File: config.mk
export PLATFORM = sky130hd
export DESIGN_NAME = flash_cmd_decoder
export DESIGN_NICKNAME = d
export VERILOG_FILES = /design/src/rtl/fcd_pkg.sv /design/src/rtl/fcd_lockmap.sv /design/src/rtl/fcd_seq.sv /design/src/rtl/flash_cmd_decoder.sv
export SDC_FILE = /design/constraint.sdc
export NUM_CORES = 1
export LEC_CHECK = 0
export CELL_PAD_IN_SITES_DETAIL_PLACEMENT = 0
export CELL_PAD_IN_SITES_GLOBAL_PLACEMENT = 2
export CORE_ASPECT_RATIO = 1.4
export CORE_MARGIN = 2
export CORE_UTILIZATION = 31
export DETAILED_ROUTE_END_ITERATION = 8
export PLACE_DENSITY_LB_ADDON = 0.25
export SETUP_SLACK_MARGIN = 0.2
export SYNTH_ARGS = -nofsm -noshare
export SYNTH_HDL_FRONTEND = slang
export SYNTH_HIERARCHICAL = 1
export SYNTH_SLANG_ARGS = --single-unit
File: constraint.sdc
create_clock -name clk -period 11.1 [get_ports clk]
set_clock_uncertainty 0.15 [all_clocks]
set_input_delay 2.22 -clock clk [delete_from_list [all_inputs] [get_ports clk]]
set_output_delay 2.22 -clock clk [all_outputs]
set_load 0.01 [all_outputs]
File: src/rtl/fcd_pkg.sv
package fcd_pkg;
    localparam int ADDR_W   = 20;
    localparam int DATA_W   = 16;
    localparam int SMALL_SH = 12;
    localparam int BIG_SH   = 15;
    localparam int PLANE_W  = 2;
    localparam int CMD_AW   = 11;
    localparam int N_SMALL  = 1 << (BIG_SH - SMALL_SH);
    localparam int N_BIG    = (1 << (ADDR_W - BIG_SH)) - 1;
    localparam int N_SECT   = N_SMALL + N_BIG;
    localparam int SECT_W   = $clog2(N_SECT);

    localparam logic [CMD_AW-1:0] ADR_FIRST  = 11'h555;
    localparam logic [CMD_AW-1:0] ADR_SECOND = 11'h2AA;

    localparam logic [7:0] CD_KEY1   = 8'hAA;
    localparam logic [7:0] CD_KEY2   = 8'h55;
    localparam logic [7:0] CD_WORD   = 8'hA0;
    localparam logic [7:0] CD_ERASE  = 8'h80;
    localparam logic [7:0] CD_CHIP   = 8'h10;
    localparam logic [7:0] CD_SECT   = 8'h30;
    localparam logic [7:0] CD_LOCK   = 8'h60;
    localparam logic [7:0] CD_HOLD   = 8'hB0;
    localparam logic [7:0] CD_GO     = 8'h30;
    localparam logic [7:0] CD_ID_IN  = 8'h90;
    localparam logic [7:0] CD_ID_OUT = 8'hF0;
    localparam logic [7:0] CD_PREG   = 8'hC0;
    localparam logic [7:0] PREG_LOCK_LOC = 8'h80;

    typedef enum logic [2:0] {
        OP_PROG   = 3'd0,
        OP_CHIP   = 3'd1,
        OP_SECT   = 3'd2,
        OP_SUSP   = 3'd3,
        OP_RES    = 3'd4,
        OP_PPROG  = 3'd5,
        OP_PLOCK  = 3'd6
    } op_e;

    typedef enum logic [2:0] {
        ST_IDLE, ST_K1, ST_K2, ST_WORD, ST_PREG, ST_E3, ST_E4, ST_E5
    } seq_e;

    typedef struct packed {
        logic              vld;
        op_e               op;
        logic [ADDR_W-1:0] addr;
        logic [DATA_W-1:0] data;
    } req_t;

    function automatic logic [SECT_W-1:0] sector_of(input logic [ADDR_W-1:0] a);
        if (a[ADDR_W-1:BIG_SH] == '0)
            return SECT_W'(a[BIG_SH-1:SMALL_SH]);
        return SECT_W'(a[ADDR_W-1:BIG_SH]) + SECT_W'(N_SMALL - 1);
    endfunction

    function automatic logic is_lock_word(input logic [ADDR_W-1:0] a);
        if (a[ADDR_W-1:BIG_SH] == '0)
            return a[SMALL_SH-1:0] == SMALL_SH'(2);
        return a[BIG_SH-1:0] == BIG_SH'(2);
    endfunction
endpackage

File: src/rtl/fcd_lockmap.sv
module fcd_lockmap
    import fcd_pkg::*;
(
    input  logic                clk,
    input  logic                rst,
    input  logic                set_en,
    input  logic [SECT_W-1:0]   set_sect,
    output logic [N_SECT-1:0]   lock_q
);
    for (genvar i = 0; i < N_SECT; i++) begin : g_bit
        always_ff @(posedge clk) begin
            if (rst)
                lock_q[i] <= 1'b0;
            else if (set_en && set_sect == SECT_W'(i))
                lock_q[i] <= 1'b1;
        end


        lock_sticky_chk: assert property (@(posedge clk) disable iff (rst)
            lock_q[i] |=> lock_q[i]);
    end
endmodule

File: src/rtl/fcd_seq.sv
module fcd_seq
    import fcd_pkg::*;
(
    input  logic              clk,
    input  logic              rst,
    input  logic              wr_en,
    input  logic [ADDR_W-1:0] wr_addr,
    input  logic [DATA_W-1:0] wr_data,
    input  logic              prog_busy,
    output req_t              raw,
    output logic              lock_set,
    output logic              id_q,
    output logic              sp_q
);
    seq_e st_q, st_n;
    logic id_n, sp_n, brk;
    logic [7:0] d;
    logic is_first, is_second;

    assign d         = wr_data[7:0];
    assign is_first  = wr_addr[CMD_AW-1:0] == ADR_FIRST;
    assign is_second = wr_addr[CMD_AW-1:0] == ADR_SECOND;

    always_comb begin
        st_n     = st_q;
        id_n     = id_q;
        sp_n     = sp_q;
        raw      = '0;
        lock_set = 1'b0;
        brk      = 1'b0;
        if (wr_en && !prog_busy) begin
            raw.addr = wr_addr;
            raw.data = wr_data;
            if (sp_q) begin
                raw.vld = 1'b1;
                raw.op  = OP_PROG;
            end else begin
                st_n = ST_IDLE;
                unique case (st_q)
                    ST_IDLE: brk = 1'b1;
                    ST_K1: begin
                        if (is_second && d == CD_KEY2) st_n = ST_K2;
                        else brk = 1'b1;
                    end
                    ST_K2: begin
                        if (is_first && d == CD_WORD)        st_n = ST_WORD;
                        else if (is_first && d == CD_ERASE)  st_n = ST_E3;
                        else if (is_first && d == CD_PREG)   st_n = ST_PREG;
                        else if (is_first && d == CD_ID_IN)  id_n = 1'b1;
                        else if (is_first && d == CD_ID_OUT) id_n = 1'b0;
                        else brk = 1'b1;
                    end
                    ST_WORD: begin
                        raw.vld = 1'b1;
                        raw.op  = OP_PROG;
                    end
                    ST_PREG: begin
                        if (wr_addr[7:0] == PREG_LOCK_LOC) begin
                            raw.vld = !d[1];
                            raw.op  = OP_PLOCK;
                        end else begin
                            raw.vld = 1'b1;
                            raw.op  = OP_PPROG;
                        end
                    end
                    ST_E3: begin
                        if (is_first && d == CD_KEY1) st_n = ST_E4;
                        else brk = 1'b1;
                    end
                    ST_E4: begin
                        if (is_second && d == CD_KEY2) st_n = ST_E5;
                        else brk = 1'b1;
                    end
                    ST_E5: begin
                        if (is_first && d == CD_CHIP) begin
                            raw.vld = 1'b1;
                            raw.op  = OP_CHIP;
                        end else if (d == CD_SECT) begin
                            raw.vld = 1'b1;
                            raw.op  = OP_SECT;
                        end else if (d == CD_LOCK) begin
                            lock_set = 1'b1;
                        end else if (is_first && d == CD_WORD) begin
                            sp_n = 1'b1;
                        end else begin
                            brk = 1'b1;
                        end
                    end
                    default: brk = 1'b1;
                endcase
                if (brk) begin
                    if (is_first && d == CD_KEY1) begin
                        st_n = ST_K1;
                    end else if (d == CD_HOLD) begin
                        raw.vld = 1'b1;
                        raw.op  = OP_SUSP;
                    end else if (d == CD_GO) begin
                        raw.vld = 1'b1;
                        raw.op  = OP_RES;
                    end else if (d == CD_ID_OUT) begin
                        id_n = 1'b0;
                    end
                end
            end
        end
    end

    always_ff @(posedge clk) begin
        if (rst) begin
            st_q <= ST_IDLE;
            id_q <= 1'b0;
            sp_q <= 1'b0;
        end else begin
            st_q <= st_n;
            id_q <= id_n;
            sp_q <= sp_n;
        end
    end


    sp_sticky_chk: assert property (@(posedge clk) disable iff (rst)
        sp_q |=> sp_q);


    busy_hold_chk: assert property (@(posedge clk) disable iff (rst)
        (prog_busy && !sp_q) |=> $stable(st_q));
endmodule

File: src/rtl/flash_cmd_decoder.sv
module flash_cmd_decoder
    import fcd_pkg::*;
(
    input  logic                 clk,
    input  logic                 rst,
    input  logic                 wr_en,
    input  logic [19:0]          wr_addr,
    input  logic [15:0]          wr_data,
    input  logic                 prog_busy,
    input  logic                 erase_held,
    input  logic [19:0]          id_rd_addr,
    output logic                 req_valid,
    output logic [2:0]           req_op,
    output logic [19:0]          req_addr,
    output logic [15:0]          req_data,
    output logic [5:0]           req_sector,
    output logic [1:0]           req_plane,
    output logic                 id_mode,
    output logic                 id_rd_lock,
    output logic [38:0]          lock_map
);
    req_t              raw;
    logic              lock_set, sp_mode, blocked;
    logic [SECT_W-1:0] raw_sect;
    logic [N_SECT-1:0] lock_q;
    op_e               op_q;

    fcd_seq u_seq (
        .clk       (clk),
        .rst       (rst),
        .wr_en     (wr_en),
        .wr_addr   (wr_addr),
        .wr_data   (wr_data),
        .prog_busy (prog_busy),
        .raw       (raw),
        .lock_set  (lock_set),
        .id_q      (id_mode),
        .sp_q      (sp_mode)
    );

    fcd_lockmap u_lock (
        .clk      (clk),
        .rst      (rst),
        .set_en   (lock_set),
        .set_sect (sector_of(wr_addr)),
        .lock_q   (lock_q)
    );

    assign raw_sect = sector_of(raw.addr);
    assign blocked  = (raw.op == OP_PROG && lock_q[raw_sect]) ||
                      (raw.op == OP_SECT && (lock_q[raw_sect] || erase_held));

    always_ff @(posedge clk) begin
        if (rst) begin
            req_valid  <= 1'b0;
            op_q       <= OP_PROG;
            req_addr   <= '0;
            req_data   <= '0;
            req_sector <= '0;
            req_plane  <= '0;
        end else begin
            req_valid <= raw.vld && !blocked;
            if (raw.vld) begin
                op_q       <= raw.op;
                req_addr   <= raw.addr;
                req_data   <= raw.data;
                req_sector <= raw_sect;
                req_plane  <= raw.addr[ADDR_W-1 -: PLANE_W];
            end
        end
    end

    assign req_op     = op_q;
    assign lock_map   = lock_q;
    assign id_rd_lock = id_mode && is_lock_word(id_rd_addr) &&
                        lock_q[sector_of(id_rd_addr)];


    req_after_write_chk: assert property (@(posedge clk) disable iff (rst)
        req_valid |-> $past(wr_en));


    busy_silent_chk: assert property (@(posedge clk) disable iff (rst)
        $past(prog_busy) |-> !req_valid);


    locked_prog_chk: assert property (@(posedge clk) disable iff (rst)
        (req_valid && req_op == OP_PROG) |-> !lock_map[req_sector]);


    held_erase_chk: assert property (@(posedge clk) disable iff (rst)
        (req_valid && req_op == OP_SECT) |-> !$past(erase_held));
endmodule

; Yosys cells after proc, flatten, opt, wreduce, memory -nomap -nowiden
; Index checks and enable logic that the tools add are counted.
[classes]
add_sub_neg = 3
magnitude_cmp = 2
n_eq_ne = 62
mux = 71
n_bitwise = 1
n_reduce_logical = 66
[ops]
columns = cell, count
row1 = $eq A6 B5 Y1 const B, 16
row2 = $eq A8 B8 Y1 const B, 8
row3 = $logic_and A1 B1 Y1, 53
row4 = $eq A6 B4 Y1 const B, 8
row5 = $mux W1, 43
row6 = $eq A6 B6 Y1 const B, 7
row7 = $mux W40, 1
row8 = $mux W6, 6
row9 = $mux W4, 8
row10 = $eq A6 B3 Y1 const B, 4
row11 = $mux W3, 7
row12 = $add A5 B3 Y6 const B, 3
row13 = $eq A8 B7 Y1 const B, 2
row14 = $eq A15 B2 Y1 const B, 1
row15 = $logic_not A5 Y1, 3
row16 = $lt A6 B7 Y1 const B, 2
row17 = $bmux W1 S6, 2
row18 = $eq A12 B2 Y1 const B, 1
row19 = $eq A3 B3 Y1 const B, 4
row20 = $eq A6 B2 Y1 const B, 2
row21 = $pmux W3 S4, 1
row22 = $pmux W4 S3, 1
row23 = $eq A11 B10 Y1 const B, 1
row24 = $eq A11 B11 Y1 const B, 1
row25 = 14 further kinds, 20
[totals]
reg_bits = 92
input_bits = 61
elab_cells = 253

; Longest topological paths before layout
[logic_depth]
word_depth = 23
mapped_depth = 16
ltp_nobuf = 15

; Hierarchy
; The synthesis kept the hierarchy.
[modules_own_cells]
columns = mod, instances, cells_each, area_each_um2, seq_area_each_um2
row1 = flash_cmd_decoder, 1, 329, 2952.8, 920.9
row2 = fcd_lockmap, 1, 155, 1572.8, 780.7
row3 = fcd_seq, 1, 164, 1082.3, 100.1

; Least setup slack after synthesis
; Ideal clock, no wire load.
[synth_path]
path_kind = input-to-output
start = input port id_rd_addr[15]
end = output port id_rd_lock
t_arrival_ns = 4.311
required_time_ns = 8.730
slack_ns = 4.419
stages = 10
path_cell_list = inv_1 ha_1 nor4b_4 mux2i_1 buf_2 mux2i_1 a221oi_1 a211o_1 nand4_1 a221oi_1
[synth_via]
elab_chain_len = 6
word_cells_on_any_way = 9
classes_between = 1 x add/sub / 5 x mux / 3 x reduce/logical
[synth_rtl]
columns = item, line
row1 = from (decl), flash_cmd_decoder.sv:11  ; input logic [19:0] id_rd_addr,
row2 = branches (longest 5 deep; another with $add A5 B3 Y6), --
row3 = $logic_and A1 B1 Y1 *, flash_cmd_decoder.sv:75  ; assign id_rd_lock = id_mode && is_lock_word(id_rd_addr) &&
row4 = to (decl), flash_cmd_decoder.sv:19  ; output logic id_rd_lock,
; Mark *: on every way between the ends. The select of a mux whose other input is x is not followed.

; Final worst setup path
; Ends and elaborated chain as after synthesis.

==> impl_metrics.json <==
{
  "critPathArrivalTime_ns": 5.52,
  "cp-start-kind": "primary input",
  "post_cts_resized": 0,
  "diodes": 0,
  "dr.pass1.iters": 6,
  "hold_class": "reg2reg",
  "grt_pass1_vias": 5242,
  "grt_use_total": 0.196,
  "power.leakage_uw": 0.00251,
  "finalCritPeriodShare": 0.711,
  "fin_hold_ws_ns": 0.322,
  "swShare": 0.273,
  "clockRootBuffer": "clkbuf_16",
  "hold_buffers": 0,
  "max_freq_mhz": 127,
  "nets": 837,
  "routedWlPerCell_um": 18.8,
  "grt_start_max_net_pins": 57,
  "htreeDepth": 3,
  "maxCapViolCount": 0,
  "ys_types": 72,
  "period_minus_slack_ns": 7.89,
  "ys_seq_area_frac": 0.321,
  "port_buffers": 149,
  "fillers": 1857,
  "die_h_um": 163,
  "syn_inst": 648,
  "insertion_delay_ns": 0.35,
  "grt_util_met1": 0.220,
  "fin_ws_ns": 3.21,
  "peakVddDrop_uv": 82.1,
  "antenna_found_initial": 0,
  "slew_headroom": 0.147,
  "coreArea_sq_um": 17900,
  "drv_slew": 0,
  "synthTopCellsByCount": "dfxtp_1 (90), mux2i_1 (72), nor2_1 (62), inv_1 (57), and2_1 (36)",
  "netlist_area_sq_um": 5610,
  "start_util": 0.314,
  "drt_wl_total_um": 19000,
  "synth_largest_type_area_fraction": 0.321,
  "gp_congestion": 0.902,
  "r2r_cells": 12,
  "final-setup-viol-count": 0,
  "power_density_nw_per_um2": 101,
  "numCtsBuffers": 9,
  "hold_depth": 2,
  "worst_pin_slew_ns": 1.27,
  "crit_required_ns": 8.73,
  "boundaryPins": 150,
  "setup-tns-final_ns": 0,
  "cts_setup_buffers": 0,
  "crit_type": "in2out",
  "async_reset_ff_frac": 0,
  "grt_overflow": 0,
  "clkPwrFrac": 0.426,
  "ys_ff_latch": 90,
  "tritoncts": "built",
  "power.share.sequential": 0.426,
  "syn_nets": 719,
  "post-dp-hpwl_um": 14400,
  "p_sw_uw": 207,
  "hold_viol_final": 0,
  "synth_edf_count": 0,
  "cp-end-kind": "output port",
  "yosys.cell_count.top_type": "dfxtp_1",
  "rsz0062_at_grt": "no",
  "grt_util_met3": 0.0314,
  "avgSynthCellArea_sq_um": 8.65,
  "crit_fanout": 12,
  "viasPerCell": 5.21,
  "synthFlopType": "dfxtp_1",
  "path_clk_slew_ns": 0.07,
  "drt_iter0_markers": 270,
  "synthTopCellsByArea": "dfxtp_1 (32%), mux2i_1 (13%), nor2_1 (4.1%)",
  "drc": 0,
  "areaGrowthSynthToFinish_pct": 33.7,
  "outcome": "completed",
  "post-place-ws_ns": 3.16,
  "cts_sinks": 90,
  "yosysTopAreaCell": "dfxtp_1",
  "num_rows": 58,
  "grt_use_met2": 0.368,
  "combPwrFrac": 0.148,
  "drive_gt1_frac": 0.0778,
  "multi_input_area_sq_um": 3340,
  "die_w_um": 118,
  "regArea_sq_um": 1800,
  "postRouteAntennaNets": 0,
  "grt_pass1_wl_um": 29400,
  "finalPower_uw": 758,
  "final_util": 0.420,
  "clockBufferDepth": 2,
  "yosys_warnings": 6,
  "vias": 5263,
  "busiest_layer": "met2",
  "die-area_sq_um": 19200,
  "p_int_uw": 551
}
## per-stage QoR
stage	cell area, sq um	instances
final	7500	1011
after global placement	7190	995
after global routing	7500	1011
after detailed placement	7190	995
after CTS	7500	1011
after floorplan	5610	648
## flip-flops by register name, summed over array words and instances, names as in the netlist
register / flops
u_seq/id_q: 1
req_op: 3
u_seq/sp_q: 1
u_seq/st_q: 3
req_data: 16
req_addr: 20
req_valid: 1
req_sector: 6
u_lock/lock_q: 39
## power by group through the flow
stage               sequential [uW]  combinational, uW  clock, uW
floorplan                       331               71.6          0
global placement                331                111          0
detailed placement              331                112          0
CTS                             323                113        333
global route                    323                122        344
finish                          323                112        323
## cell families after synthesis
logic type / count (synthesis) / share of synthesized area
flops: 90 / 0.321
simple gates: 232 / 0.243
mux: 86 / 0.169
xor+xnor: 6 / 0.00937
compound gates: 118 / 0.152
fa+ha+maj: 10 / 0.0223
buf+inv: 106 / 0.0832
## cell type report
type	instances	share of cell area
multi-input cells	452	0.446
clock buffers	10	0.0305
flip-flops and latches	90	0.240
repair buffers	155	0.204
well taps	240	0.0400
inverters	58	0.0290
clock inverters	6	0.0100
## path summary, 6_finish.rpt
kind / from / to / slack (ns)
min: req_sector[5] / req_sector[5] / 0.32
min reg2reg: req_sector[5] / req_sector[5] / 0.32
max: id_rd_addr[15] / id_rd_lock / 3.21
max reg2reg: u_seq/st_q[2] / req_valid / 7.32
## routing by layer
layer | up-vias | routed length, um
li1 | 2546 | -
met1 | 2551 | 7720
met2 | 135 | 10100
met3 | 31 | 656
met4 | 0 | 576
met5 | - | 0
## worst max-delay path: stages
cell             delay, ns
clkdlybuf4s50_1       0.45
inv_1                 0.12
ha_1                  0.19
nor3b_1               0.24
mux2i_1               0.11
mux2i_1               0.74
mux4_2                0.35
mux2i_1               0.08
a2bb2oi_1             0.14
a221oi_1              0.29
clkdlybuf4s50_1       0.60
## layout by cell type, fill, tap and decap left out, types with 3 or more instances in the layout
| master | count |
|---|---|
| a211oi_1 | 4 |
| a21o_1 | 3 |
| a21oi_1 | 15 |
| a221oi_1 | 3 |
| a31oi_1 | 6 |
| and2_1 | 35 |
| and3_1 | 5 |
| buf_4 | 6 |
| clkbuf_16 | 9 |
| clkdlybuf4s50_1 | 148 |
| dfxtp_1 | 90 |
| ha_1 | 10 |
| inv_1 | 57 |
| mux2_1 | 4 |
| mux2_2 | 3 |
| mux2i_1 | 72 |
| mux4_2 | 6 |
| nand2_1 | 31 |
| nand2b_1 | 13 |
| nand3_1 | 15 |
| nand4_1 | 3 |
| nand4b_1 | 7 |
| nand4bb_1 | 7 |
| nor2_1 | 62 |
| nor2b_1 | 3 |
| nor3_1 | 8 |
| nor4_1 | 9 |
| o211ai_1 | 6 |
| o21ai_0 | 18 |
| o22ai_1 | 24 |
| o22ai_2 | 11 |
| o31ai_1 | 3 |
| o32ai_1 | 6 |
| or2_2 | 3 |
| or3_1 | 5 |
| or4b_1 | 6 |
| or4b_4 | 3 |
| xnor2_1 | 3 |
| xor2_1 | 3 |
No activity file was read; power rests on OpenSTA's default activity.
